===== config.mk =====
export PLATFORM = sky130hd
export DESIGN_NAME = cascade_intc
export DESIGN_NICKNAME = d
export VERILOG_FILES = /design/src/rtl/intc_pkg.sv /design/src/rtl/intc_cmd.sv /design/src/rtl/intc_resolve.sv /design/src/rtl/intc_unit.sv /design/src/rtl/cascade_intc.sv
export SDC_FILE = /design/constraint.sdc
export NUM_CORES = 1
export LEC_CHECK = 0
export ABC_AREA = 0
export BUFFER_PORTS_ARGS = -buffer_cell sky130_fd_sc_hd__buf_4
export CAP_MARGIN = 20
export CORE_AREA = 2 2 121 123
export DETAILED_ROUTE_END_ITERATION = 16
export DIE_AREA = 0 0 123 125
export PLACE_DENSITY_LB_ADDON = 0.15
export SLEW_MARGIN = 10
export SYNTH_ARGS = -nofsm -noshare
export SYNTH_HDL_FRONTEND = slang
export SYNTH_SLANG_ARGS = --single-unit

===== constraint.sdc =====
create_clock -name clk -period 7.02 [get_ports clk]
set_clock_uncertainty 0.1 [all_clocks]
set_input_delay 0 -clock clk [delete_from_list [all_inputs] [get_ports clk]]
set_output_delay 0 -clock clk [all_outputs]
set_load 0.02 [all_outputs]

===== src/rtl/intc_pkg.sv =====
// Shared constants and types for the cascadable interrupt controller.
// Assumes eight lines per unit and a byte-wide register port.
package intc_pkg;
    localparam int DATA_W = 8;
    localparam int LINES  = 8;
    localparam int LVL_W  = $clog2(LINES);
    localparam int BASE_W = DATA_W - LVL_W;

    // Set-up sequence position of one unit
    typedef enum logic [1:0] {
        ST_RUN  = 2'd0,
        ST_BASE = 2'd1,
        ST_CASC = 2'd2,
        ST_MODE = 2'd3
    } setup_e;
endpackage


===== src/rtl/intc_cmd.sv =====
// Register-port decoder of one unit: holds the set-up sequence, mask,
// vector base, cascade word and poll arming, and issues one-cycle pulses
// for restart, poll take and end-of-interrupt.
// Assumes at most one of read/write acts per unit per cycle in normal use.
module intc_cmd
    import intc_pkg::*;
(
    input  logic              clk,
    input  logic              rst_n,
    input  logic              sel,
    input  logic              addr,
    input  logic              wr_en,
    input  logic              rd_en,
    input  logic [DATA_W-1:0] wdata,
    output logic [DATA_W-1:0] mask_o,
    output logic [BASE_W-1:0] base_o,
    output logic [DATA_W-1:0] casc_o,
    output logic              poll_arm_o,
    output logic              restart_o,
    output logic              take_o,
    output logic              eoi_o,
    output logic [LVL_W-1:0]  eoi_lvl_o
);
    setup_e      state_q;
    logic        single_q;
    logic        need_mode_q;
    logic        wr0, wr1;

    // Decode strobes of this cycle
    always_comb begin
        wr0       = sel && wr_en && !addr;
        wr1       = sel && wr_en && addr;
        restart_o = wr0 && wdata[4];
        eoi_o     = wr0 && !wdata[4] && !wdata[3] && (wdata[6:5] == 2'b11);
        eoi_lvl_o = wdata[LVL_W-1:0];
        take_o    = sel && rd_en && !addr && poll_arm_o;
    end

    // Set-up sequence and register loads
    always_ff @(posedge clk) begin
        if (!rst_n) begin
            state_q     <= ST_RUN;
            single_q    <= 1'b0;
            need_mode_q <= 1'b0;
            mask_o      <= '1;
            base_o      <= '0;
            casc_o      <= '0;
        end else if (restart_o) begin
            state_q     <= ST_BASE;
            single_q    <= wdata[1];
            need_mode_q <= wdata[0];
            mask_o      <= '1;
        end else if (wr1) begin
            unique case (state_q)
                ST_BASE: begin
                    base_o <= wdata[DATA_W-1:LVL_W];
                    if (!single_q)        state_q <= ST_CASC;
                    else if (need_mode_q) state_q <= ST_MODE;
                    else                  state_q <= ST_RUN;
                end
                ST_CASC: begin
                    casc_o  <= wdata;
                    state_q <= need_mode_q ? ST_MODE : ST_RUN;
                end
                ST_MODE: state_q <= ST_RUN;
                default: mask_o  <= wdata;
            endcase
        end
    end

    // Poll arming: set by poll command, dropped by the read or a restart
    always_ff @(posedge clk) begin
        if (!rst_n) begin
            poll_arm_o <= 1'b0;
        end else if (restart_o) begin
            poll_arm_o <= 1'b0;
        end else if (wr0 && wdata[3]) begin
            poll_arm_o <= wdata[2];
        end else if (take_o) begin
            poll_arm_o <= 1'b0;
        end
    end
endmodule


===== src/rtl/intc_resolve.sv =====
// Request and in-service logic of one unit: per-line edge latches,
// edge/level request selection, masking, fixed priority resolution with
// in-service blocking, and the in-service register.
// Assumes take/eoi/restart are single-cycle pulses from the decoder.
module intc_resolve
    import intc_pkg::*;
(
    input  logic             clk,
    input  logic             rst_n,
    input  logic [LINES-1:0] lines,
    input  logic [LINES-1:0] trig,
    input  logic [LINES-1:0] mask,
    input  logic             restart,
    input  logic             take,
    input  logic             eoi,
    input  logic [LVL_W-1:0] eoi_lvl,
    output logic [LINES-1:0] isr_o,
    output logic             valid_o,
    output logic [LVL_W-1:0] lvl_o
);
    logic [LINES-1:0] line_q;
    logic [LINES-1:0] latch_q;
    logic [LINES-1:0] req;
    logic [LINES-1:0] elig;
    logic             found;
    logic [LVL_W-1:0] best;
    logic             isr_any;
    logic [LVL_W-1:0] isr_first;

    // Per-line input history and edge latch
    for (genvar g = 0; g < LINES; g++) begin : g_line
        logic acked;
        assign acked = take && valid_o && (lvl_o == LVL_W'(g));

        // Remembers last sampled input level
        always_ff @(posedge clk) begin
            if (!rst_n) line_q[g] <= 1'b0;
            else        line_q[g] <= lines[g];
        end

        // Latches a rising edge in edge mode until acknowledged or restarted
        always_ff @(posedge clk) begin
            if (!rst_n || restart) begin
                latch_q[g] <= 1'b0;
            end else if (trig[g]) begin
                latch_q[g] <= 1'b0;
            end else if (lines[g] && !line_q[g]) begin
                latch_q[g] <= 1'b1;
            end else if (acked) begin
                latch_q[g] <= 1'b0;
            end
        end

        assign req[g] = trig[g] ? lines[g] : latch_q[g];
    end

    // Fixed-priority search over eligible requests and in-service bits
    always_comb begin
        elig      = req & ~mask;
        found     = 1'b0;
        best      = '0;
        isr_any   = 1'b0;
        isr_first = '0;
        for (int i = LINES - 1; i >= 0; i--) begin
            if (elig[i]) begin
                found = 1'b1;
                best  = LVL_W'(i);
            end
            if (isr_o[i]) begin
                isr_any   = 1'b1;
                isr_first = LVL_W'(i);
            end
        end
        valid_o = found && (!isr_any || (best < isr_first));
        lvl_o   = valid_o ? best : '0;
    end

    // In-service register: set by poll take, cleared by specific EOI
    always_ff @(posedge clk) begin
        if (!rst_n || restart) begin
            isr_o <= '0;
        end else begin
            for (int i = 0; i < LINES; i++) begin
                if (take && valid_o && (lvl_o == LVL_W'(i))) begin
                    isr_o[i] <= 1'b1;
                end else if (eoi && (eoi_lvl == LVL_W'(i))) begin
                    isr_o[i] <= 1'b0;
                end
            end
        end
    end
endmodule


===== src/rtl/intc_unit.sv =====
// One eight-line controller unit: register decoder, resolver and read mux.
// Assumes trigger-select bits are held outside the unit.
module intc_unit
    import intc_pkg::*;
(
    input  logic              clk,
    input  logic              rst_n,
    input  logic              sel,
    input  logic              addr,
    input  logic              wr_en,
    input  logic              rd_en,
    input  logic [DATA_W-1:0] wdata,
    input  logic [LINES-1:0]  lines,
    input  logic [LINES-1:0]  trig,
    output logic [DATA_W-1:0] rd_byte,
    output logic              int_o,
    output logic [LVL_W-1:0]  lvl_o,
    output logic [LINES-1:0]  isr_o,
    output logic              poll_arm_o,
    output logic [BASE_W-1:0] base_o,
    output logic [DATA_W-1:0] casc_o
);
    logic [DATA_W-1:0] mask;
    logic              restart, take, eoi;
    logic [LVL_W-1:0]  eoi_lvl;

    intc_cmd u_cmd (
        .clk        (clk),
        .rst_n      (rst_n),
        .sel        (sel),
        .addr       (addr),
        .wr_en      (wr_en),
        .rd_en      (rd_en),
        .wdata      (wdata),
        .mask_o     (mask),
        .base_o     (base_o),
        .casc_o     (casc_o),
        .poll_arm_o (poll_arm_o),
        .restart_o  (restart),
        .take_o     (take),
        .eoi_o      (eoi),
        .eoi_lvl_o  (eoi_lvl)
    );

    intc_resolve u_res (
        .clk     (clk),
        .rst_n   (rst_n),
        .lines   (lines),
        .trig    (trig),
        .mask    (mask),
        .restart (restart),
        .take    (take),
        .eoi     (eoi),
        .eoi_lvl (eoi_lvl),
        .isr_o   (isr_o),
        .valid_o (int_o),
        .lvl_o   (lvl_o)
    );

    // Read data: mask at address 1, poll result or in-service byte at 0
    always_comb begin
        if (addr)            rd_byte = mask;
        else if (poll_arm_o) rd_byte = {int_o, {(DATA_W-1-LVL_W){1'b0}}, lvl_o};
        else                 rd_byte = isr_o;
    end
endmodule


===== src/rtl/cascade_intc.sv =====
// Top level: a main and a subordinate unit in cascade, the two
// trigger-select bytes, read-data selection and vector resolution.
// Assumes only one chip select is active per access.
module cascade_intc
    import intc_pkg::*;
(
    input  logic                clk,
    input  logic                rst_n,
    input  logic                cs_main,
    input  logic                cs_sub,
    input  logic                cs_trig,
    input  logic                addr,
    input  logic                wr_en,
    input  logic                rd_en,
    input  logic [DATA_W-1:0]   wdata,
    output logic [DATA_W-1:0]   rdata,
    input  logic [2*LINES-1:0]  irq_src,
    output logic                int_req,
    output logic [DATA_W-1:0]   int_vec
);
    localparam int UNITS = 2;
    localparam int CASC_LINE = 2;

    logic [UNITS-1:0][LINES-1:0] trig_q;
    logic [LINES-1:0]  m_lines;
    logic [DATA_W-1:0] m_rd, s_rd;
    logic              m_int, s_int;
    logic [LVL_W-1:0]  m_lvl, s_lvl;
    logic [LINES-1:0]  m_isr, s_isr;
    logic              m_poll, s_poll;
    logic [BASE_W-1:0] m_base, s_base;
    logic [DATA_W-1:0] m_casc, s_casc;
    logic              casc_hit;

    // Trigger-select bytes, one per unit, chosen by addr
    for (genvar u = 0; u < UNITS; u++) begin : g_trig
        always_ff @(posedge clk) begin
            if (!rst_n)                                        trig_q[u] <= '0;
            else if (cs_trig && wr_en && (addr == u[0]))       trig_q[u] <= wdata;
        end
    end

    assign m_lines = {irq_src[LINES-1:CASC_LINE+1],
                      irq_src[CASC_LINE] | s_int,
                      irq_src[CASC_LINE-1:0]};

    intc_unit u_main (
        .clk(clk), .rst_n(rst_n), .sel(cs_main), .addr(addr),
        .wr_en(wr_en), .rd_en(rd_en), .wdata(wdata),
        .lines(m_lines), .trig(trig_q[0]),
        .rd_byte(m_rd), .int_o(m_int), .lvl_o(m_lvl), .isr_o(m_isr),
        .poll_arm_o(m_poll), .base_o(m_base), .casc_o(m_casc)
    );

    intc_unit u_sub (
        .clk(clk), .rst_n(rst_n), .sel(cs_sub), .addr(addr),
        .wr_en(wr_en), .rd_en(rd_en), .wdata(wdata),
        .lines(irq_src[2*LINES-1:LINES]), .trig(trig_q[1]),
        .rd_byte(s_rd), .int_o(s_int), .lvl_o(s_lvl), .isr_o(s_isr),
        .poll_arm_o(s_poll), .base_o(s_base), .casc_o(s_casc)
    );

    // Read data selection by chip select
    always_comb begin
        rdata = '0;
        if (rd_en) begin
            if (cs_main)      rdata = m_rd;
            else if (cs_sub)  rdata = s_rd;
            else if (cs_trig) rdata = trig_q[addr];
        end
    end

    // Vector resolution through the cascade
    always_comb begin
        casc_hit = m_int && m_casc[m_lvl] && s_int &&
                   (s_casc == DATA_W'(m_lvl));
        int_req  = m_int;
        if (!m_int)       int_vec = '0;
        else if (casc_hit) int_vec = {s_base, s_lvl};
        else              int_vec = {m_base, m_lvl};
    end
endmodule


==> results.sh <==
export IMPL_clkSinkCount=116
export IMPL_first_pass_iters=5
export IMPL_cts_root_buf="clkbuf_16"
export IMPL_cts_tree="built"
export IMPL_crit_required_ns=6.92
export IMPL_drt_wl_total_um=20800
export IMPL_synth_edff_count=0
export IMPL_dieArea_um2=15400
export IMPL_slew_violations=0
export IMPL_yosysWarnings=0
export IMPL_fill_cells=1349
export IMPL_grt_max_degree=51
export IMPL_drt_initial_drc_count=549
export IMPL_holdBufCountCts=41
export IMPL_ant_nets=0
export IMPL_grtUsageTotal=0.278
export IMPL_hold_path_startpoint="rst_n"
export IMPL_seq_area_um2=2320
export IMPL_leakage_nw=2.86
export IMPL_regToRegEndpoint="u_main.u_res.latch_q[7]$_SDFFE_PP0P_"
export IMPL_critical_path_arrival_ns=6.02
export IMPL_synth_async_reset_ratio=0
export IMPL_gp_congestion=0.970
export IMPL_route_detailed_drc=0
export IMPL_viasPerCell=5.84
export IMPL_synth_top_area_frac=0.375
export IMPL_hp_class="in2reg"
export IMPL_syn_num_nets=791
export IMPL_pre_cts_ws_ns=1.44
export IMPL_outcome="finished, final reports clean"
export IMPL_drv_cap=0
export IMPL_die_h_um=125
export IMPL_cts_resized=0
export IMPL_ios=49
export IMPL_dpl_hpwl_um=15100
export IMPL_path_class="reg2out"
export IMPL_clk_latency_ns=0.42
export IMPL_reg2reg_setup_slack_ns=1.64
export IMPL_start_util=0.436
export IMPL_layout_cells_most_common="dfxtp_1"
export IMPL_ir_worst_vdd_v=0.000163
export IMPL_vias=5990
export IMPL_max_freq_mhz=163
export IMPL_port_buffers=48
export IMPL_crit_fanout=12
export IMPL_setup_tns_ns=0
export IMPL_end_kind="primary output"
export IMPL_cts_made_buffers=17
export IMPL_yosys_area_top_type="dfxtp_1"
export IMPL_hold_viol_final=0
export IMPL_post_route_period_util=0.872
export IMPL_syn_area_per_cell_um2=8.19
export IMPL_fin_crit_ns=6.12
export IMPL_hold_path_depth=4
export IMPL_fp_coreArea_um2=14200
export IMPL_clk_pin_slew_ns=0.06
export IMPL_area_delta_synth_final_pct=22.5
export IMPL_synth_cells=756
export IMPL_mostFrequentLayoutCells="116 x dfxtp_1, 87 x nand2_1, 79 x nor2_1"
export IMPL_synth_area_leaders="dfxtp_1 38%, mux2i_1 11%, nand2_1 5.3%, nor2_1 4.8%, a21oi_1 4.7%"
export IMPL_clock_path_buffers=2
export IMPL_hold_path_endpoint="u_sub.u_cmd.mask_o[6]$_SDFFE_PP1P_"
export IMPL_tightest_slew_ns=1.10
export IMPL_fp_dieW_um=123
export IMPL_r2r_start="trig_q[8]$_SDFFE_PN0P_"
export IMPL_ys_ff_latch=116
export IMPL_n_antenna_cell=0
export IMPL_drive_above_1_share=0.141
export IMPL_antenna_found_initial=0
export IMPL_setup_viol_count_final=0
export IMPL_rsz0062_at_grt="no"
export IMPL_post_cts_buffers=0
export IMPL_p_per_area_nw_per_um2=222
export IMPL_synth_main_ff_cell="dfxtp_1"
export IMPL_fin_ws_ns=0.902
export IMPL_grt_ovfl_total=0
export IMPL_slew_headroom=0.267
export IMPL_syn_cell_area_um2=6190
export IMPL_grt_pass1_wl_um=32000
export IMPL_synth_distinct_cells=76
export IMPL_row_count=44
export IMPL_ys_seq_area_frac=0.375
export IMPL_nNetsFinal=864
export IMPL_cts_htree_levels=4
export IMPL_reg2regPathDepth=17
export IMPL_multi_input_area_um2=3650
export IMPL_critPathLaunchType="register"
export IMPL_wl_per_cell_um=20.3
export IMPL_grt_pass1_vias=5675
## metrics by stage
stage	util	instances	total power, mW	hold WS (ns)	cell area [um2]
final	0.534	1026	1.68	0.0224	7580
after global placement	0.468	950	0.901	0.118	6640
after floorplan	-	756	0.834	0.0217	6190
after global routing	0.534	1026	1.74	0.0508	7580
after CTS	0.533	1023	1.69	0.00453	7570
after detailed placement	0.468	950	0.904	0.126	6640
## metal layers
| metal | track usage | share of wire |
|---|---|---|
| met5 | 0 | 0 |
| met2 | 0.427 | 0.46 |
| met4 | 0.106 | 0.026 |
| met3 | 0.0712 | 0.073 |
| met1 | 0.375 | 0.44 |
## state kept, by name, indices dropped and copies added (netlist names)
| name | count |
|---|---|
| u_main.u_cmd.poll_arm_o | 1 |
| u_main.u_cmd.state_q | 2 |
| u_main.u_res.line_q | 8 |
| u_sub.u_cmd.single_q | 1 |
| trig_q | 16 |
| u_main.u_res.latch_q | 8 |
| u_sub.u_res.line_q | 8 |
| u_main.u_cmd.single_q | 1 |
| u_main.u_cmd.mask_o | 8 |
| u_sub.u_cmd.need_mode_q | 1 |
| u_sub.u_res.latch_q | 8 |
| u_sub.u_cmd.casc_o | 8 |
| u_main.u_cmd.casc_o | 8 |
| u_sub.u_cmd.mask_o | 8 |
| u_sub.u_cmd.poll_arm_o | 1 |
| u_sub.u_cmd.state_q | 2 |
| u_sub.u_res.isr_o | 8 |
| u_main.u_cmd.need_mode_q | 1 |
| u_sub.u_cmd.base_o | 5 |
| u_main.u_res.isr_o | 8 |
| u_main.u_cmd.base_o | 5 |
## critical path, cell delays in order (launching register included)
cell and delay [ns]:
dfxtp_1 0.40, mux2i_2 0.35, o22ai_2 0.17, nor3_1 0.41, ha_1 0.32, a211oi_1 0.34
o21ai_0 0.21, a221o_1 0.40, o211ai_1 0.45, inv_1 0.09, ha_1 0.33, and2_1 0.20
nand2_1 0.09, o221ai_2 0.13, or2_4 0.31, or4_4 0.56, a21oi_4 0.34, mux2_4 0.34
buf_4 0.16
## layout make-up
cell class / count / share of cell area
clock buffer: 18 / 0.0566
timing repair buffer: 93 / 0.105
clock inverter: 14 / 0.0117
tap: 184 / 0.0304
sequential: 116 / 0.306
multi-input combinational: 582 / 0.481
inverter: 19 / 0.00940
## worst max path at each step
stage	start	to	cells past startpoint
floorplan	trig_q[8]$_SDFFE_PN0P_	int_vec[0]	18
finish	trig_q[8]$_SDFFE_PN0P_	int_vec[1]	18
CTS	trig_q[8]$_SDFFE_PN0P_	int_vec[1]	18
global placement	trig_q[8]$_SDFFE_PN0P_	int_vec[1]	18
global route	trig_q[8]$_SDFFE_PN0P_	int_vec[1]	18
detailed placement	trig_q[8]$_SDFFE_PN0P_	int_vec[1]	18
## power breakdown
group          switching [mW]  leakage (nW)  internal (mW)
Clock                   0.323         0.256          0.446
Sequential             0.0187         0.947          0.681
Combinational           0.127          1.65         0.0854
## cells by family after synthesis
logic type,synth area share
AOI/OAI and AO/OA,0.203
adders and majority gates,0.00788
buffers and inverters,0.0354
DFF,0.375
muxes,0.121
and+or+nand+nor,0.257
## Yosys cell counts, drive strengths merged, types with 2 or more instances
cell type	instances
o211a	6
nand3b	2
nor3b	9
o311ai	3
o211ai	13
nor2b	25
nand2b	7
a21boi	2
nand2	87
a2111oi	2
a31oi	3
a22oi	3
mux2	5
o22ai	11
buf	6
o221ai	2
a221o	2
or4	4
or2	7
and2	21
nand4	7
inv	18
nor4	5
nand3	38
a221oi	2
ha	3
nor3	23
mux2i	66
a2bb2oi	2
o21a	6
clkbuf	33
a211oi	9
dfxtp	116
a311o	2
o21ai	36
nor2	80
or3	4
a21oi	59
o31ai	7
Power figures use the tool's default switching activity.
